File: src/rtl/mbtx_pkg.sv
package mbtx_pkg;
    localparam int WORD_W = 32;

    localparam logic [7:0] OFS_WIN_LO = 8'hA0;
    localparam logic [7:0] OFS_WIN_HI = 8'hAC;
    localparam logic [7:0] OFS_QSTAT  = 8'hB8;
    localparam logic [7:0] OFS_ERRCFG = 8'h9C;

    localparam int BIT_FULL  = 31;
    localparam int BIT_EMPTY = 30;
    localparam int BIT_OVF   = 9;
    localparam int BIT_INV   = 11;

    typedef enum logic [1:0] {
        ST_EMPTY  = 2'd0,
        ST_QUEUED = 2'd1,
        ST_FULL   = 2'd2
    } lvl_e;
endpackage

File: src/rtl/mbtx_fifo.sv
module mbtx_fifo #(
    parameter int DEPTH = 8,
    parameter int W     = 32,
    localparam int PW   = $clog2(DEPTH),
    localparam int CW   = $clog2(DEPTH + 1)
) (
    input  logic          clk,
    input  logic          rst_n,
    input  logic          push,
    input  logic          pop,
    input  logic [W-1:0]  din,
    output logic [W-1:0]  head,
    output logic [CW-1:0] count
);
    localparam logic [PW-1:0] PTR_LAST = PW'(DEPTH - 1);
    localparam logic [CW-1:0] CNT_MAX  = CW'(DEPTH);

    logic [W-1:0]  mem [DEPTH];
    logic [PW-1:0] wp, rp;

    assign head = mem[rp];

    always_ff @(posedge clk) begin
        if (push) mem[wp] <= din;
    end

    always_ff @(posedge clk or negedge rst_n) begin
        if (!rst_n) begin
            wp    <= '0;
            rp    <= '0;
            count <= '0;
        end else begin
            if (push) wp <= (wp == PTR_LAST) ? '0 : wp + 1'b1;
            if (pop)  rp <= (rp == PTR_LAST) ? '0 : rp + 1'b1;
            unique case ({push, pop})
                2'b10:   count <= count + 1'b1;
                2'b01:   count <= count - 1'b1;
                default: count <= count;
            endcase
        end
    end

    // the controller never pushes into a full queue
    p_no_overflow_r6: assert property (@(posedge clk) disable iff (!rst_n)
        push |-> (count != CNT_MAX));
    // the controller never pops an empty queue
    p_pop_nonempty_r5: assert property (@(posedge clk) disable iff (!rst_n)
        pop |-> (count != '0));
endmodule

File: src/rtl/mbtx_ctrl.sv
module mbtx_ctrl
    import mbtx_pkg::*;
#(
    parameter int NCH   = 9,
    parameter int DEPTH = 8,
    localparam int CW   = $clog2(DEPTH + 1)
) (
    input  logic              clk,
    input  logic              rst_n,
    input  logic              wr_hit,
    input  logic [WORD_W-1:0] wr_data,
    input  logic              cfg_wr,
    input  logic [NCH-1:0]    busy,
    input  logic [CW-1:0]     fifo_count,
    input  logic [WORD_W-1:0] fifo_head,
    output logic              push,
    output logic              pop,
    output logic              q_empty,
    output logic              q_full,
    output logic [NCH-1:0]    chan_valid,
    output logic [WORD_W-1:0] chan_data,
    output logic              err_ovf,
    output logic              err_inval
);
    localparam logic [CW-1:0] CNT_LAST = CW'(DEPTH - 1);
    localparam logic [CW-1:0] CNT_MAX  = CW'(DEPTH);
    localparam logic [4:0]    NCH_T    = 5'(NCH);

    lvl_e state, state_nx;

    logic [3:0]  tag, head_tag;
    logic [15:0] busy_w, oh_new, oh_head;
    logic        tag_ok, accept, do_direct, drop_ovf, drop_inv;

    assign tag      = wr_data[3:0];
    assign head_tag = fifo_head[3:0];
    assign busy_w   = 16'(busy);
    assign oh_new   = 16'd1 << tag;
    assign oh_head  = 16'd1 << head_tag;
    assign tag_ok   = {1'b0, tag} < NCH_T;

    assign q_empty   = (state == ST_EMPTY);
    assign q_full    = (state == ST_FULL);
    assign drop_ovf  = wr_hit && q_full;
    assign drop_inv  = wr_hit && !q_full && !tag_ok;
    assign accept    = wr_hit && !q_full && tag_ok;
    assign do_direct = accept && q_empty && !busy_w[tag];
    assign push      = accept && !do_direct;
    assign pop       = !q_empty && !busy_w[head_tag];

    always_comb begin
        state_nx = state;
        unique case (state)
            ST_EMPTY:  if (push) state_nx = (DEPTH == 1) ? ST_FULL : ST_QUEUED;
            ST_QUEUED: begin
                if (push && !pop && fifo_count == CNT_LAST)
                    state_nx = ST_FULL;
                else if (pop && !push && fifo_count == CW'(1))
                    state_nx = ST_EMPTY;
            end
            ST_FULL:   if (pop) state_nx = (DEPTH == 1) ? ST_EMPTY : ST_QUEUED;
            default:   state_nx = ST_EMPTY;
        endcase
    end

    always_ff @(posedge clk or negedge rst_n) begin
        if (!rst_n) state <= ST_EMPTY;
        else        state <= state_nx;
    end

    always_ff @(posedge clk or negedge rst_n) begin
        if (!rst_n) begin
            chan_valid <= '0;
            chan_data  <= '0;
            err_ovf    <= 1'b0;
            err_inval  <= 1'b0;
        end else begin
            if (do_direct) begin
                chan_valid <= oh_new[NCH-1:0];
                chan_data  <= wr_data;
            end else if (pop) begin
                chan_valid <= oh_head[NCH-1:0];
                chan_data  <= fifo_head;
            end else begin
                chan_valid <= '0;
            end
            err_ovf   <= cfg_wr ? 1'b0 : (err_ovf   | drop_ovf);
            err_inval <= cfg_wr ? 1'b0 : (err_inval | drop_inv);
        end
    end

    // one channel strobe at most
    p_onehot_r10: assert property (@(posedge clk) disable iff (!rst_n)
        $onehot0(chan_valid));
    // a word is delivered only to a channel that was idle when it left
    p_idle_target_r5: assert property (@(posedge clk) disable iff (!rst_n)
        (|chan_valid) |-> ((chan_valid & $past(busy)) == '0));
    // level state agrees with the storage count
    p_level_match_r7: assert property (@(posedge clk) disable iff (!rst_n)
        (q_empty == (fifo_count == '0)) && (q_full == (fifo_count == CNT_MAX)));
    // invalid-channel flag holds until a config write
    p_err_sticky_r3: assert property (@(posedge clk) disable iff (!rst_n)
        ($past(err_inval) && !$past(cfg_wr)) |-> err_inval);
endmodule

File: src/rtl/mbtx_dispatch.sv
module mbtx_dispatch
    import mbtx_pkg::*;
#(
    parameter int NCH   = 9,
    parameter int DEPTH = 8
) (
    input  logic              clk,
    input  logic              rst_n,
    input  logic              wr_en,
    input  logic [7:0]        wr_addr,
    input  logic [WORD_W-1:0] wr_data,
    input  logic [7:0]        rd_addr,
    output logic [WORD_W-1:0] rd_data,
    input  logic [NCH-1:0]    chan_busy,
    output logic [NCH-1:0]    chan_valid,
    output logic [WORD_W-1:0] chan_data
);
    localparam int CW = $clog2(DEPTH + 1);

    logic              wr_hit, cfg_wr, push, pop, q_empty, q_full, err_ovf, err_inval;
    logic [CW-1:0]     count;
    logic [WORD_W-1:0] head;

    assign wr_hit = wr_en && (wr_addr >= OFS_WIN_LO) && (wr_addr <= OFS_WIN_HI);
    assign cfg_wr = wr_en && (wr_addr == OFS_ERRCFG);

    mbtx_fifo #(.DEPTH(DEPTH), .W(WORD_W)) u_fifo (
        .clk   (clk),
        .rst_n (rst_n),
        .push  (push),
        .pop   (pop),
        .din   (wr_data),
        .head  (head),
        .count (count)
    );

    mbtx_ctrl #(.NCH(NCH), .DEPTH(DEPTH)) u_ctrl (
        .clk        (clk),
        .rst_n      (rst_n),
        .wr_hit     (wr_hit),
        .wr_data    (wr_data),
        .cfg_wr     (cfg_wr),
        .busy       (chan_busy),
        .fifo_count (count),
        .fifo_head  (head),
        .push       (push),
        .pop        (pop),
        .q_empty    (q_empty),
        .q_full     (q_full),
        .chan_valid (chan_valid),
        .chan_data  (chan_data),
        .err_ovf    (err_ovf),
        .err_inval  (err_inval)
    );

    always_comb begin
        rd_data = '0;
        if (rd_addr == OFS_QSTAT) begin
            rd_data[BIT_FULL]  = q_full;
            rd_data[BIT_EMPTY] = q_empty;
            rd_data[7:0]       = 8'(count);
        end else if (rd_addr == OFS_ERRCFG) begin
            rd_data[BIT_OVF] = err_ovf;
            rd_data[BIT_INV] = err_inval;
        end
    end
endmodule

File: config.mk
export PLATFORM = sky130hd
export DESIGN_NAME = mbtx_dispatch
export DESIGN_NICKNAME = d
export VERILOG_FILES = /design/src/rtl/mbtx_pkg.sv /design/src/rtl/mbtx_fifo.sv /design/src/rtl/mbtx_ctrl.sv /design/src/rtl/mbtx_dispatch.sv
export SDC_FILE = /design/constraint.sdc
export NUM_CORES = 1
export LEC_CHECK = 0
export ABC_AREA = 1
export BUFFER_PORTS_ARGS = -buffer_cell sky130_fd_sc_hd__buf_2
export CAP_MARGIN = 20
export CELL_PAD_IN_SITES_DETAIL_PLACEMENT = 1
export CELL_PAD_IN_SITES_GLOBAL_PLACEMENT = 1
export CORE_UTILIZATION = 47
export DETAILED_ROUTE_END_ITERATION = 8
export GPL_TIMING_DRIVEN = 0
export PLACE_DENSITY_LB_ADDON = 0.15
export SYNTH_ARGS = -nofsm -noshare
export SYNTH_HDL_FRONTEND = slang
export SYNTH_HIERARCHICAL = 1
export SYNTH_SLANG_ARGS = --single-unit
File: constraint.sdc
create_clock -name clk -period 4.33 [get_ports clk]
set_input_delay 0.6495 -clock clk [delete_from_list [all_inputs] [get_ports clk]]
set_output_delay 0.6495 -clock clk [all_outputs]
set_load 0.02 [all_outputs]
==> results of run 1 <==
## final cells by class
| class | count | area, um^2 | share of cell area [%] |
|---|---|---|---|
| multi-input combinational | 764 | 3550 | 22.4 |
| sequential | 311 | 9060 | 57.2 |
| tap | 378 | 473 | 2.99 |
| clock buffer | 45 | 966 | 6.10 |
| inverter | 53 | 206 | 1.30 |
| buffer | 89 | 627 | 3.96 |
| clock inverter | 18 | 213 | 1.34 |
| timing repair buffer | 116 | 741 | 4.68 |
## worst max-delay path, cell delays in order (launching register included)
cell and delay, ps:
dfrtp_1 410, inv_2 70, buf_2 230, clkbuf_2 350, o21ai_1 140, o22ai_1 170
nand2_1 100, nand2_1 110, buf_4 190, inv_2 90, nand2_1 60, nand2_1 60
nand2_1 60, nand2_1 60, nand2_1 70, nand3_2 160, inv_1 180, clkbuf_4 340
ha_1 280, nand2_1 80, inv_1 80, nor2_1 50, ha_1 170, a21oi_1 160
xor2_1 160, o21ai_0 90
## metrics by stage
stage	worst slack [ps]	utilization, %	cells	cell area, um^2
6_report	270	57.0	1774	15800
3_3_place_gp	-878	51.8	1703	14400
5_1_grt	19.5	57.0	1774	15800
3_5_place_dp	-7.84	52.7	1711	14700
4_1_cts	91.0	57.0	1774	15800
2_1_floorplan	849	-	1217	13400
## cells in the mapped netlist (4+ instances only)
master,count
buf_2,22
o22ai_1,67
o22ai_2,4
edfxtp_1,256
inv_2,5
clkbuf_1,18
o21ai_1,80
o21ai_0,93
dfrtp_1,55
nand3_1,16
buf_4,26
buf_6,18
nand2_1,227
nor2_1,195
a21oi_1,30
inv_1,45
ha_1,7
## registers in the layout (all words and copies together) (netlist names)
signal             cells
u_fifo/mem           256
u_ctrl/chan_data      32
u_ctrl/chan_valid      9
u_fifo/count           4
u_fifo/rp              3
u_fifo/wp              3
u_ctrl/state           2
u_ctrl/err_inval       1
u_ctrl/err_ovf         1
## worst max path at each step
| stage | startpoint | to | slack (ps) | depth (start not counted) |
|---|---|---|---|---|
| after detailed placement | u_fifo/rp[1]$_DFFE_PN0P_ | u_fifo/count[2]$_DFFE_PN0P_ | -8 | 25 |
| after global placement | wr_data[0] | u_fifo/mem[4][18]$_DFFE_PP_ | -880 | 14 |
| after floorplan | wr_addr[3] | u_fifo/mem[1][0]$_DFFE_PP_ | 850 | 16 |
| final | u_fifo/rp[1]$_DFFE_PN0P_ | u_fifo/count[2]$_DFFE_PN0P_ | 270 | 25 |
| after global routing | u_fifo/rp[1]$_DFFE_PN0P_ | u_fifo/count[2]$_DFFE_PN0P_ | 20 | 24 |
| after CTS | u_fifo/rp[1]$_DFFE_PN0P_ | u_fifo/count[2]$_DFFE_PN0P_ | 90 | 21 |
## what timing repair did
item | 4_1_cts | 5_1_grt
gates cloned | 0 | 0
endpoints found under the setup margin | 1 | 3
resized for setup | 2 | 9
## power groups by stage
stage	logic, mW	registers [mW]	clock network (mW)
after floorplan	2.82	3.92	0
after global placement	4.46	3.71	0
after detailed placement	4.64	3.72	0
after CTS	4.72	3.66	3.07
after global routing	5.20	3.69	3.16
final	4.73	3.66	3.02
## per-layer routing
metal,wire length (um),vias up,GRT usage (%)
met5,0,-,0
met4,994,0,9.56
met3,2010,73,3.84
met2,19700,327,48.5
met1,15900,4852,34.4
li1,-,4477,-
## logic make-up (layout without fill, tap and decap cells)
family,count (synthesis),after routing
buffers and inverters,142,321
adder cells (fa/ha/maj),7,7
AND/OR/NAND/NOR,453,453
XOR/XNOR,3,3
flip-flops,311,311
AO/OA/AOI/OAI,277,277
other,1,24
==> reports/results.tsv, run 1 <==
metric	value	unit
outcome	completed	
Fin. Hold Viols	0	
Core Rows	61	
crit path DAT	4440	ps
Max Cap Violations	0	
CTS tree	done	
Critical Path RT	4710	ps
gr ovfl total	0	
Critical Path Fanout Max	17	
number of post-CTS setup repair buffers	0	
share of layout cells above drive strength 1	19.3	%
die area	29000	um^2
leading cell type in the layout, fill and taps excluded	edfxtp_1	
total power	11.4	mW
crit share post-route	93.8	%
Slew Viols, Final	0	
fillers	3031	
Routed WL per cell	21.7	um
pwr dens	720	nW/um^2
Post-Synth XOR/XNOR Area	0.198	%
Post-synth EDFFs	256	
ANT nets after route	0	
post-DP HPWL	24.7	mm
Placeable Area	27800	um^2
drt first pass iters	5	
clk_lat worst skew	510	ps
Starting Density	47.8	%
fin nets	1437	
cell count after synthesis	1194	
Worst setup SP type	flip-flop	
I/O pin count	133	
ys flop type	edfxtp_1	
simple-gate portion of the synthesized area	13.4	%
hold_buf cts	0	
top cell type's share of synthesized area	57.8	%
Reg2Reg Setup Slack	270	ps
Synth Area in Adders	0.659	%
clk_skew	16.5	ps
Area Growth Syn to Fin	19.2	%
R2R Path End	u_fifo/count[2]$_DFFE_PN0P_	
via count	9729	
f_max	246	MHz
DR vias/cell	5.48	
htree depth	2	
internal power	6.84	mW
post-synth top area cell	edfxtp_1	
TNS Setup	0	ps
CTS Buf Count	35	
Combinational Power Share	41.5	%
antenna fix cells	0	
Compound-Gate Fraction of Synth Area	11.3	%
final setup vio count	0	
sequential share of power	32.1	%
switching portion of total power	40.0	%
DIE HEIGHT	170	um
synth unique cells	36	
clock power share	26.5	%
Synthesis Warnings	6	
die width	170	um
count of state elements after synthesis	311	
Worst VDD drop	0.000466	V
Switch Pwr	4.57	mW
first-pass GRT wire length	58.9	mm
worst r2r src	u_fifo/rp[1]$_DFFE_PN0P_	
R2R depth	25	
Hold Slack	264	ps
clock sinks	311	
gr usage total	27.4	%
drt total wl	38.6	mm
Avg Cell Area, Syn	11.1	um^2
DR DRC count	0	
RSZ-0062 raised after global routing	no	
Worst setup EP type	flip-flop	
most frequent cells in the layout	256 x edfxtp_1, 227 x nand2_1, 187 x nor2_1, 128 x buf_2, 93 x o21ai_0	
Root Buffer	clkbuf_16	
antenna violations before repair	0	
IO Port Bufs	108	
Synth area leaders	edfxtp_1 58%, dfrtp_1 10%, nand2_1 6.4%	
post-synthesis mux area share	0	%
1st-iter DRT viols	628	
vias in the first global route	10300	
Post-Syn Area	13300	um^2
maximum clock insertion buffer count	3	
HP Class	primary input to async pin	
Crit Path Class	flip-flop to flip-flop	
asr flop ratio synth	17.7	%
routability cong.	0.787	
P_leak	6.26	nW
worst-margin pin slew	860	ps
max_slew headroom	42.6	%
largest family of logic cells by synthesized area	simple AND/OR/NAND/NOR gates	
register area share after synthesis	68.2	%
largest net degree at the start of global routing	56	
final critical-path required period	4060	ps
Clock transition at path regs	60	ps
Power figures use the tool's default switching activity.
==> inputs of run 2 (changes only) <==
--- a/config.mk
+++ b/config.mk
@@ -11,6 +11,7 @@
 export CELL_PAD_IN_SITES_DETAIL_PLACEMENT = 1
 export CELL_PAD_IN_SITES_GLOBAL_PLACEMENT = 1
 export CORE_UTILIZATION = 47
+export CTS_BUF_LIST = sky130_fd_sc_hd__clkbuf_16
 export DETAILED_ROUTE_END_ITERATION = 8
 export GPL_TIMING_DRIVEN = 0
 export PLACE_DENSITY_LB_ADDON = 0.15
==> reports/results.tsv, run 2 (synthesis gave the netlist of run 1 again) <==
metric	value	unit	change
pwr dens	718	nW/um^2	-0.30%
Core Rows	61		unchanged
final setup vio count	0		unchanged
fin nets	1437		unchanged
f_max	246	MHz	about the same
DIE HEIGHT	170	um	unchanged
P_leak	6.28	nW	+0.37%
DR vias/cell	5.49		about the same
hold_buf cts	0		unchanged
Root Buffer	clkbuf_16		
Slew Viols, Final	0		unchanged
antenna fix cells	0		unchanged
DR DRC count	0		unchanged
IO Port Bufs	108		unchanged
slowest stage delay, CP	410	ps	about the same
CTS Buf Count	35		unchanged
crit path DAT	4440	ps	about the same
final std cells w/o fill	1774		unchanged
met1 Use GR	34.4	%	about the same
first-pass GRT wire length	58.6	mm	-0.43%
outcome	completed		
GR met2 Demand/Resource	48.1	%	-0.36 points
Most flops, register	u_fifo/mem		
share of layout cells above drive strength 1	19.2	%	-0.072 points
htree depth	2		unchanged
Starting Density	47.8	%	unchanged
CP max-delay cell	dfrtp_1		
met3 Use GR	3.79	%	-0.047 points
RSZ-0062 raised after global routing	no		
clk_lat worst skew	510	ps	about the same
GRT Max-Usage Layer	met2		
1st-iter DRT viols	599		-4.6%
leading cell type in the layout, fill and taps excluded	edfxtp_1		
Clock transition at path regs	60	ps	about the same
placed cell count	1711		unchanged
largest registers	u_fifo/mem: 256 flops, u_ctrl/chan_data: 32 flops, u_ctrl/chan_valid: 9 flops		
Area Growth Syn to Fin	19.1	%	about the same
placed cell area	14700	um^2	unchanged
routability cong.	0.787		unchanged
ANT nets after route	0		unchanged
Placeable Area	27800	um^2	unchanged
max_slew headroom	42.4	%	-0.28 points
Critical Path RT	4710	ps	about the same
worst-margin pin slew	864	ps	+4.13 ps
number of post-CTS setup repair buffers	0		unchanged
total power	11.4	mW	-0.36%
largest net degree at the start of global routing	56		unchanged
most used cell, CP	nand2_1		
die area	29000	um^2	unchanged
drt total wl	38.4	mm	-0.47%
max reg flops	256		unchanged
Hold Slack	266	ps	+2.10 ps
clock sinks	311		unchanged
CTS tree	done		
Critical Path Fanout Max	17		unchanged
via count	9738		+0.093%
gr ovfl total	0		unchanged
crit share post-route	93.7	%	about the same
Max Cap Violations	0		unchanged
die width	170	um	unchanged
Worst VDD drop	0.000467	V	+0.33%
post-DP HPWL	24.7	mm	unchanged
Worst setup SP type	flip-flop		
HP Class	primary input to async pin		
clk_skew	13.6	ps	-2.86 ps
gr usage total	27.3	%	-0.15 points
Fin. Hold Viols	0		unchanged
I/O pin count	133		unchanged
final instance area	15800	um^2	about the same
Util after Layout	57.0	%	about the same
Routed WL per cell	21.6	um	-0.47%
Crit Path Class	flip-flop to flip-flop		
vias in the first global route	10200		-0.35%
antenna violations before repair	0		unchanged
maximum clock insertion buffer count	3		unchanged
most frequent cells in the layout	256 x edfxtp_1, 227 x nand2_1, 187 x nor2_1, 128 x buf_2, 93 x o21ai_0		
drt first pass iters	5		unchanged
Worst setup EP type	flip-flop		
final critical-path required period	4060	ps	-1.01 ps
-- run 2: cell types whose count changed in the layout (fill, tap and decap cells not counted) --
cell / before / now
clkinv_1: 7 / 8
inv_1: 45 / 52
clkbuf_8: 1 / 0
clkbuf_1: 19 / 12
-- run 2: cell type report --
class / instances / area (um^2)
Sequential cell: 311 / 9060
Timing Repair Buffer: 116 / 741
Tap cell: 378 / 473
Clock inverter: 26 / 243
Buffer: 89 / 627
Clock buffer: 37 / 926
Multi-Input combinational cell: 764 / 3550
Fill cell: 3030 / 12000
Inverter: 53 / 206
-- run 2: path summary, 6_finish.rpt --
| kind | start | end | slack, ps | cells past startpoint |
|---|---|---|---|---|
| max | u_fifo/rp[1]$_DFFE_PN0P_ | u_fifo/count[2]$_DFFE_PN0P_ | 270 | 25 |
| min | rst_n | u_ctrl/err_ovf$_DFF_PN0_ | 270 | 1 |
| max reg2reg | u_fifo/rp[1]$_DFFE_PN0P_ | u_fifo/count[2]$_DFFE_PN0P_ | 270 | 25 |
| min reg2reg | u_ctrl/chan_data[1]$_DFFE_PN0P_ | u_ctrl/chan_data[1]$_DFFE_PN0P_ | 470 | 2 |
| max in group asynchronous | rst_n | u_ctrl/chan_data[18]$_DFFE_PN0P_ | 3510 | 1 |
| min in group clk | wr_data[18] | u_fifo/mem[2][18]$_DFFE_PP_ | 440 | 1 |
-- run 2: layer usage --
metal	vias up	routed length (um)
li1	4472	-
met1	4857	15800
met2	343	19500
met3	66	2170
met4	0	864
met5	-	0
-- run 2: critical path: cells and delay by family, from the launching register on --
kind | cells | cell delay [ps]
buf+inv | 8 | 1550
simple gates | 10 | 780
compound gates | 4 | 570
fa+ha+maj | 2 | 450
flops | 1 | 410
xor+xnor | 1 | 160
-- run 2: through the flow --
stage	setup slack, ps	setup TNS [ps]
3_3_place_gp	-878	-206120
6_report	271	0
2_1_floorplan	849	0
3_5_place_dp	-7.84	-7.84
4_1_cts	93.2	0
5_1_grt	23.2	0
-- run 2: report_power, final --
part / internal [mW] / leakage (nW) / switching (mW) / total, mW
logic: 1.46 / 2.71 / 3.27 / 4.73
clock network: 1.84 / 0.595 / 1.15 / 2.98
registers: 3.51 / 2.98 / 0.150 / 3.66
total: 6.81 / 6.28 / 4.56 / 11.4
-- run 2: repair_timing --
item | 4_1_cts | 5_1_grt
gates resized for setup | 2 | 9
endpoints found under the setup margin | 1 | 3
cloned | 0 | 0
==> inputs of run 3 (changes only) <==
--- a/config.mk
+++ b/config.mk
@@ -11,11 +11,9 @@
 export CELL_PAD_IN_SITES_DETAIL_PLACEMENT = 1
 export CELL_PAD_IN_SITES_GLOBAL_PLACEMENT = 1
 export CORE_UTILIZATION = 47
-export CTS_BUF_LIST = sky130_fd_sc_hd__clkbuf_16
 export DETAILED_ROUTE_END_ITERATION = 8
 export GPL_TIMING_DRIVEN = 0
 export PLACE_DENSITY_LB_ADDON = 0.15
 export SYNTH_ARGS = -nofsm -noshare
 export SYNTH_HDL_FRONTEND = slang
-export SYNTH_HIERARCHICAL = 1
 export SYNTH_SLANG_ARGS = --single-unit
==> constraint.sdc (replaced) <==
create_clock -name clk -period 3.8 [get_ports clk]
set_input_delay 0.57 -clock clk [delete_from_list [all_inputs] [get_ports clk]]
set_output_delay 0.57 -clock clk [all_outputs]
set_load 0.02 [all_outputs]
==> reports/results.tsv, run 3 <==
metric	value	unit	change
crit path DAT	3700	ps	-740 ps
maximum clock insertion buffer count	3		unchanged
post-synthesis mux area share	0	%	unchanged
1st-iter DRT viols	810		+35%
R2R Path End	u_fifo.mem[7][30]$_DFFE_PP_		
RSZ-0062 raised after global routing	no		
DR DRC count	0		unchanged
clk_skew	26.4	ps	+12.8 ps
placed cell area	14600	um^2	-0.53%
clock sinks	311		unchanged
HP Class	primary input to async pin		
post-synth top area cell	edfxtp_1		
share of layout cells above drive strength 1	20.8	%	+1.6 points
Placeable Area	27300	um^2	-1.9%
Post-Synth XOR/XNOR Area	0.266	%	+0.068 points
max_slew headroom	36.2	%	-6.2 points
DR vias/cell	5.60		+1.9%
die area	28700	um^2	-0.89%
Critical Path RT	4020	ps	-690 ps
Critical Path Fanout Max	12		-5
synth cell count leaders	256 x edfxtp_1, 156 x nor2_1, 142 x o21ai_0, 130 x nand2_1, 86 x nand3_1		
ANT nets after route	0		unchanged
Most flops, register	u_fifo.mem		
Synth area leaders	edfxtp_1 58%, dfrtp_1 10%, o21ai_0 5.4%		
CTS tree	done		
count of state elements after synthesis	311		unchanged
IO Port Bufs	108		unchanged
final instance area	15700	um^2	-1.1%
I/O pin count	133		unchanged
outcome	completed		
total power	12.4	mW	+8.8%
fin nets	1396		-2.9%
ys flop type	edfxtp_1		
Root Buffer	clkbuf_16		
Worst setup EP type	flip-flop		
first-pass GRT wire length	59.3	mm	+1.1%
largest family of logic cells by synthesized area	simple AND/OR/NAND/NOR gates		
largest net degree at the start of global routing	56		unchanged
Post-Syn Area	13200	um^2	-0.89%
hold_buf cts	0		unchanged
pwr dens	790	nW/um^2	+10%
crit share post-route	91.5	%	
Slew Viols, Final	0		unchanged
simple-gate portion of the synthesized area	14.3	%	+0.94 points
leading cell type in the layout, fill and taps excluded	edfxtp_1		
antenna violations before repair	3		+3
worst path cell trace	buf_2 -> nor2_1 -> nand2_1 -> inv_1 -> nand3_1 -> nand2_1 -> nor2_1 -> nand2_1 -> nand2_1 -> inv_1 -> nand2_1 -> nor3_2 -> buf_4 -> buf_6		
worst r2r src	u_ctrl.state[0]$_DFFE_PN0P_		
DIE HEIGHT	169	um	-0.44%
CTS Buf Count	35		unchanged
Crit Path Class	primary input to flip-flop		
quantity of gates resized following cts	0		-2
Starting Density	48.3	%	+0.50 points
gr usage total	27.8	%	+0.52 points
die width	169	um	-0.44%
cell count after synthesis	1135		-4.9%
number of post-CTS setup repair buffers	0		unchanged
final critical-path required period	3480	ps	
Area Growth Syn to Fin	18.8	%	
via count	9663		-0.77%
CP delay by family, top	simple AND/OR/NAND/NOR gates		
Synthesis Warnings	0		-6
final setup vio count	0		unchanged
Worst setup SP type	primary input		
drt first pass iters	5		unchanged
drt total wl	38.9	mm	+1.3%
f_max	288	MHz	
top-count cell post-synth	edfxtp_1		
CP max-delay cell	nor3_2		
gr ovfl total	0		unchanged
clk_lat worst skew	530	ps	+20 ps
Core Rows	60		-1.6%
critical path depth in cells	14		-44%
top cell type's share of synthesized area	58.4	%	+0.52 points
Worst VDD drop	0.000413	V	-12%
htree depth	2		unchanged
Clock transition at path regs	60	ps	about the same
TNS Setup	0	ps	unchanged
max reg flops	256		unchanged
worst-margin pin slew	952	ps	+87.4 ps
Routed WL per cell	22.5	um	+4.1%
most used cell, CP	nand2_1		
Max Cap Violations	0		unchanged
Avg Cell Area, Syn	11.6	um^2	+4.3%
asr flop ratio synth	17.7	%	unchanged
register area share after synthesis	68.8	%	+0.62 points
vias in the first global route	10100		-1.6%
largest registers	u_fifo.mem: 256 flops, u_ctrl.chan_data: 32 flops, u_ctrl.chan_valid: 9 flops		
sum of buffers and inverters on the critical path	5		-3
synth unique cells	36		unchanged
Compound-Gate Fraction of Synth Area	10.6	%	-0.73 points
slowest stage delay, CP	730	ps	+320 ps
Hold Slack	178	ps	-88.5 ps
most frequent cells in the layout	256 x edfxtp_1, 156 x nor2_1, 142 x o21ai_0, 130 x nand2_1, 123 x buf_2		
post-DP HPWL	26.7	mm	+8.1%
Synth Area in Adders	0.855	%	+0.20 points
Reg2Reg Setup Slack	600	ps	+330 ps
routability cong.	0.787		about the same
Fin. Hold Viols	0		unchanged
R2R depth	11		-56%
P_leak	6.08	nW	-3.3%
Post-synth EDFFs	256		unchanged
==> run 3: metal layers <==
layer / GRT usage [%] / part of all wire (%) / vias to the layer above
met5: 0 / 0.028 / -
met4: 10.1 / 3.2 / 2
met3: 4.36 / 5.5 / 87
met2: 47.1 / 49 / 316
met1: 36.2 / 42 / 4842
li1: - / - / 4416
==> run 3: through the flow <==
| step | util (%) | cells | setup slack [ps] |
|---|---|---|---|
| 2_1_floorplan | - | 1158 | -398 |
| 3_3_place_gp | 52.3 | 1638 | -3430 |
| 3_5_place_dp | 53.5 | 1662 | -165 |
| 4_1_cts | 57.4 | 1725 | 330 |
| 5_1_grt | 57.4 | 1726 | 101 |
| 6_report | 57.4 | 1727 | 322 |
==> run 3: kinds of logic after synthesis <==
logic type | Yosys count
compound gates | 240
buf+inv | 138
flops | 311
other cells | 1
simple gates | 432
xor+xnor | 4
fa+ha+maj | 9
==> run 3: report_power, final <==
| group | internal (mW) | switching [mW] |
|---|---|---|
| Combinational | 1.49 | 3.45 |
| Clock | 1.89 | 1.36 |
| Sequential | 4.00 | 0.184 |
| Total | 7.38 | 4.99 |
==> run 3: worst max-delay path by stage <==
stage	from	end	slack, ps
after CTS	wr_data[1]	u_fifo.mem[7][30]$_DFFE_PP_	330
final	wr_data[1]	u_fifo.mem[7][30]$_DFFE_PP_	320
after global placement	wr_data[0]	u_fifo.mem[4][4]$_DFFE_PP_	-3430
after global routing	wr_data[1]	u_fifo.mem[7][30]$_DFFE_PP_	100
after floorplan	wr_data[0]	u_fifo.mem[5][0]$_DFFE_PP_	-400
after detailed placement	wr_data[1]	u_fifo.mem[7][4]$_DFFE_PP_	-160
==> run 3: layout make-up <==
class	instances	area, um^2
diodes	2	5.00
plain buffers	89	489
clock buffers	50	952
clock inverters	13	124
fillers	2885	11600
inverters	49	184
multi-input cells	709	3560
flip-flops and latches	311	9060
well taps	372	465
repair buffers	132	810
